## config.mk

```make
export PLATFORM = sky130hd
export DESIGN_NAME = byte_pack_buf
export DESIGN_NICKNAME = d
export VERILOG_FILES = /design/src/rtl/byte_pack_buf.sv
export SDC_FILE = /design/constraint.sdc
export NUM_CORES = 1
export LEC_CHECK = 0
export BUFFER_PORTS_ARGS = -buffer_cell sky130_fd_sc_hd__buf_2
export CAP_MARGIN = 10
export CORE_MARGIN = 2
export CORE_UTILIZATION = 56
export CTS_CLUSTER_DIAMETER = 40
export DETAILED_ROUTE_END_ITERATION = 8
export PLACE_DENSITY = 0.81
export SETUP_SLACK_MARGIN = 0.4
export SYNTH_ARGS = -nofsm -noshare
export SYNTH_HDL_FRONTEND = slang
export SYNTH_SLANG_ARGS = --single-unit
```

## constraint.sdc

```tcl
create_clock -name clk -period 3.64 [get_ports clk]
set_clock_uncertainty 0.15 [all_clocks]
set_input_delay 0.728 -clock clk [delete_from_list [all_inputs] [get_ports clk]]
set_output_delay 0.728 -clock clk [all_outputs]
set_load 0.01 [all_outputs]
```

## src/rtl/byte_pack_buf.sv

```systemverilog
module byte_pack_buf (
  input  logic        clk,
  input  logic        rst_n,
  input  logic        hi_first,
  input  logic        host_wr,
  input  logic [15:0] host_wdata,
  input  logic        host_rd,
  output logic [15:0] host_rdata,
  input  logic        eng_push,
  input  logic [7:0]  eng_rx_byte,
  input  logic        eng_pull,
  output logic [7:0]  eng_tx_byte,
  output logic [2:0]  tx_count,
  output logic [2:0]  rx_count,
  output logic        tx_ready,
  output logic        rx_ready,
  output logic        tx_underflow,
  output logic        rx_overrun,
  output logic        odd_byte
);
  localparam int LANES = 4;
  localparam logic [2:0] FULL = 3'(LANES);

  logic [31:0] lanes_q;
  logic [1:0]  top_lane;
  logic [15:0] word_in;

  assign top_lane    = tx_count[1:0] - 2'd1;
  assign word_in     = hi_first ? host_wdata : {host_wdata[7:0], host_wdata[15:8]};
  assign host_rdata  = hi_first ? {lanes_q[7:0], lanes_q[15:8]} : lanes_q[15:0];
  assign eng_tx_byte = (tx_count == 3'd0) ? 8'h00 : lanes_q[{top_lane, 3'b000} +: 8];

  always_ff @(posedge clk) begin
    if (!rst_n) begin
      lanes_q      <= '0;
      tx_count     <= '0;
      rx_count     <= '0;
      tx_ready     <= 1'b0;
      rx_ready     <= 1'b0;
      tx_underflow <= 1'b0;
      rx_overrun   <= 1'b0;
      odd_byte     <= 1'b0;
    end else if (host_wr) begin
      if (tx_count <= 3'd2) begin
        lanes_q      <= {lanes_q[15:0], word_in};
        tx_count     <= tx_count + 3'd2;
        tx_underflow <= 1'b0;
        if (tx_count != 3'd0) tx_ready <= 1'b0;
      end
    end else if (host_rd) begin
      rx_overrun <= 1'b0;
      if (rx_count != 3'd0) begin
        lanes_q  <= lanes_q >> 16;
        rx_count <= (rx_count >= 3'd2) ? rx_count - 3'd2 : 3'd0;
        if (rx_count == 3'd1) odd_byte <= 1'b1;
        if (rx_count <= 3'd2) rx_ready <= 1'b0;
      end
    end else if (eng_push) begin
      rx_ready <= 1'b1;
      odd_byte <= 1'b0;
      if (rx_count == FULL) rx_overrun <= 1'b1;
      else begin
        lanes_q[{rx_count[1:0], 3'b000} +: 8] <= eng_rx_byte;
        rx_count <= rx_count + 3'd1;
      end
    end else if (eng_pull) begin
      tx_ready <= 1'b1;
      if (tx_count == 3'd0) tx_underflow <= 1'b1;
      else begin
        lanes_q[{top_lane, 3'b000} +: 8] <= 8'h00;
        tx_count <= tx_count - 3'd1;
      end
    end
  end
endmodule

```

==> impl_metrics.ini <==
[run_status]
status = finished, final reports clean

[clock_network]
post_cts_buffers = 0
cts_tree = done
htree_levels = 2
cts_buffer_depth = 2
postCtsHoldBufs = 0
cts_sinks = 43
cts_inserted_buffers = 5
clk_latency_ns = 0.31
path_clk_slew_ns = 0.08
cts_root_buf = clkbuf_8

[sta]
tightest_slew_ns = 0.724
fin_setup_tns_ns = 0
period_share = 0.842
rsz0062_at_grt = false
finalSetupViolations = 0
timing.slew.headroom = 0.517
min_period_ns = 3.07
slew_viol_final = 0
hold_viol_final = 0
clock.fmax_mhz = 326
final.setup.worst_slack_ns = 0.573

[final_layout]
diodes = 0
nets = 458
final_area_mm2 = 0.00362
finish.utilization = 0.645
syn2layout_area_growth_pct = 9.54
mostFrequentLayoutCell = buf_2
drive_gt1_frac = 0.273
layout_common_cells = 65 x buf_2, 43 x dfxtp_1, 35 x a211oi_1, 34 x a31oi_1, 21 x nor2_1

[critical_path]
cp.required_ns = 2.76
end_kind = primary output
cp.arrival_ns = 2.19
path_max_fanout = 10
path_class = reg2out
cp-start-kind = register

[logic_synthesis]
syn_avg_cell_area_um2 = 8.79
synth_nets = 421
synth-async-reset-ratio = 0
postSynthCellCount = 376
synth_edf_count = 0
yosysSeqAreaShare = 0.261
synth-main-ff-cell = dfxtp_1
ys_seq_elements = 43
syn_area_mm2 = 0.00330
synth.distinct_cells = 53
yosys_warnings = 0

[floorplanning]
dieArea_mm2 = 0.00653
die_h_um = 80.8
initial_core_util = 0.589
die_x_um = 80.8
pin_count = 66
fp-row-count = 27
core_mm2 = 0.00561

[worst_hold_path]
hold_path.class = reg2reg

[grt]
grt_max_degree = 37
overflow = 0
grt_pass1_wl_mm = 15.7
grtUsageTotal = 0.310
grt_pass1_vias = 3062
antenna_found_initial = 0

[placement]
place_hpwl_mm = 6.92
placed_area_mm2 = 0.00352
gp_congestion = 0.940
io_buffer_count = 65
pre_cts_ws_ns = 0.630

[route]
drt.antenna.violating_nets = 0
post_drt_wl_per_cell_um = 20.4
vias = 3392
dr.pass1.iters = 6
drt-total-wl_mm = 9.91
dr.first_iter.drc_count = 558
vias_per_cell = 6.98
drc = 0

[power_and_ir_drop]
finalPower_mw = 1.47
leakage_nw = 1.46
powerDensity_mw_per_mm2 = 405
irDropWorstVdd_v = 0.000201

[flow_run]
maxCapViolations = 0
what timing repair did:
| action | CTS | global route |
|---|---|---|
| resized for setup | 1 | 1 |
| setup endpoints to repair | 8 | 8 |
| pin swaps | 0 | 0 |
routing by layer:
metal,wire (um),part of all wire,GRT usage,up-vias
li1,-,-,-,1528
met1,4050,0.41,0.410,1547
met2,4400,0.44,0.470,281
met3,1240,0.13,0.102,36
met4,229,0.023,0.120,0
met5,0,0,0,-
final cells by class:
type                            count  area [um^2]
Multi-Input combinational cell    272         2130
Fill cell                         508         1990
Sequential cell                    43          861
Timing Repair Buffer               73          385
Tap cell                           72         90.1
Clock buffer                        6         72.6
Inverter                           18         67.6
Clock inverter                      2         12.5
through the flow:
| stage | cells | hold slack, ns |
|---|---|---|
| final | 486 | 0.334 |
| after CTS | 486 | 0.334 |
| after detailed placement | 478 | 0.317 |
| after floorplan | 376 | 0.348 |
| after global routing | 486 | 0.376 |
| after global placement | 478 | 0.316 |
power by group:
group	switching, mW	internal [mW]
logic	0.295	0.238
clock network	0.181	0.135
registers	0.0848	0.533
worst paths after layout:
check                            from                        to  slack [ns]  cells after the start
max          tx_count[1]$_SDFFE_PN0P_            eng_tx_byte[4]        0.57                      5
min reg2reg     tx_ready$_SDFFE_PN0P_     tx_ready$_SDFFE_PN0P_        0.33                      2
min             tx_ready$_SDFFE_PN0P_     tx_ready$_SDFFE_PN0P_        0.33                      2
max reg2reg  rx_count[0]$_SDFFE_PN0P_  lanes_q[20]$_SDFFE_PN0P_        0.81                      6
critical path, cell delays in order, from the launching register on:
cell     delay (ns)
dfxtp_1        0.46
inv_1          0.17
ha_4           0.42
mux4_2         0.53
and2_1         0.17
buf_2          0.13
synth_stat cells, types with 4 or more instances:
cell | n | area [um^2]
dfxtp_1 | 43 | 861
a211oi_1 | 35 | 263
a31oi_1 | 34 | 213
nor2_1 | 21 | 78.8
clkbuf_1 | 20 | 75.1
a311oi_1 | 18 | 158
inv_1 | 18 | 67.6
mux2_2 | 18 | 203
nor3_1 | 17 | 85.1
mux2i_1 | 16 | 160
a21oi_1 | 15 | 75.1
ha_1 | 14 | 175
a22oi_1 | 8 | 60.1
and2_1 | 8 | 50.1
mux4_2 | 8 | 180
nor4_1 | 8 | 50.1
buf_2 | 7 | 35.0
nand2_1 | 7 | 26.3
buf_6 | 6 | 67.6
nand2b_1 | 5 | 31.3
o21ai_0 | 5 | 25.0
and3_1 | 4 | 25.0
cells by family (layout without fill, tap and decap cells):
logic type / after synthesis / count (layout) / synth area share
AOI/OAI and AO/OA: 129 / 129 / 0.279
and+or+nand+nor: 85 / 85 / 0.140
buffers and inverters: 61 / 99 / 0.0984
DFF: 43 / 43 / 0.261
muxes: 42 / 42 / 0.164
adders and majority gates: 14 / 14 / 0.0530
xor gates and xnor gates: 2 / 2 / 0.00530
sequential cells by signal, summed over array words and instances (netlist names):
| register | cells |
|---|---|
| tx_underflow | 1 |
| lanes_q | 32 |
| odd_byte | 1 |
| tx_count | 3 |
| tx_ready | 1 |
| rx_overrun | 1 |
| rx_ready | 1 |
| rx_count | 3 |
No activity file was read; power rests on OpenSTA's default activity.
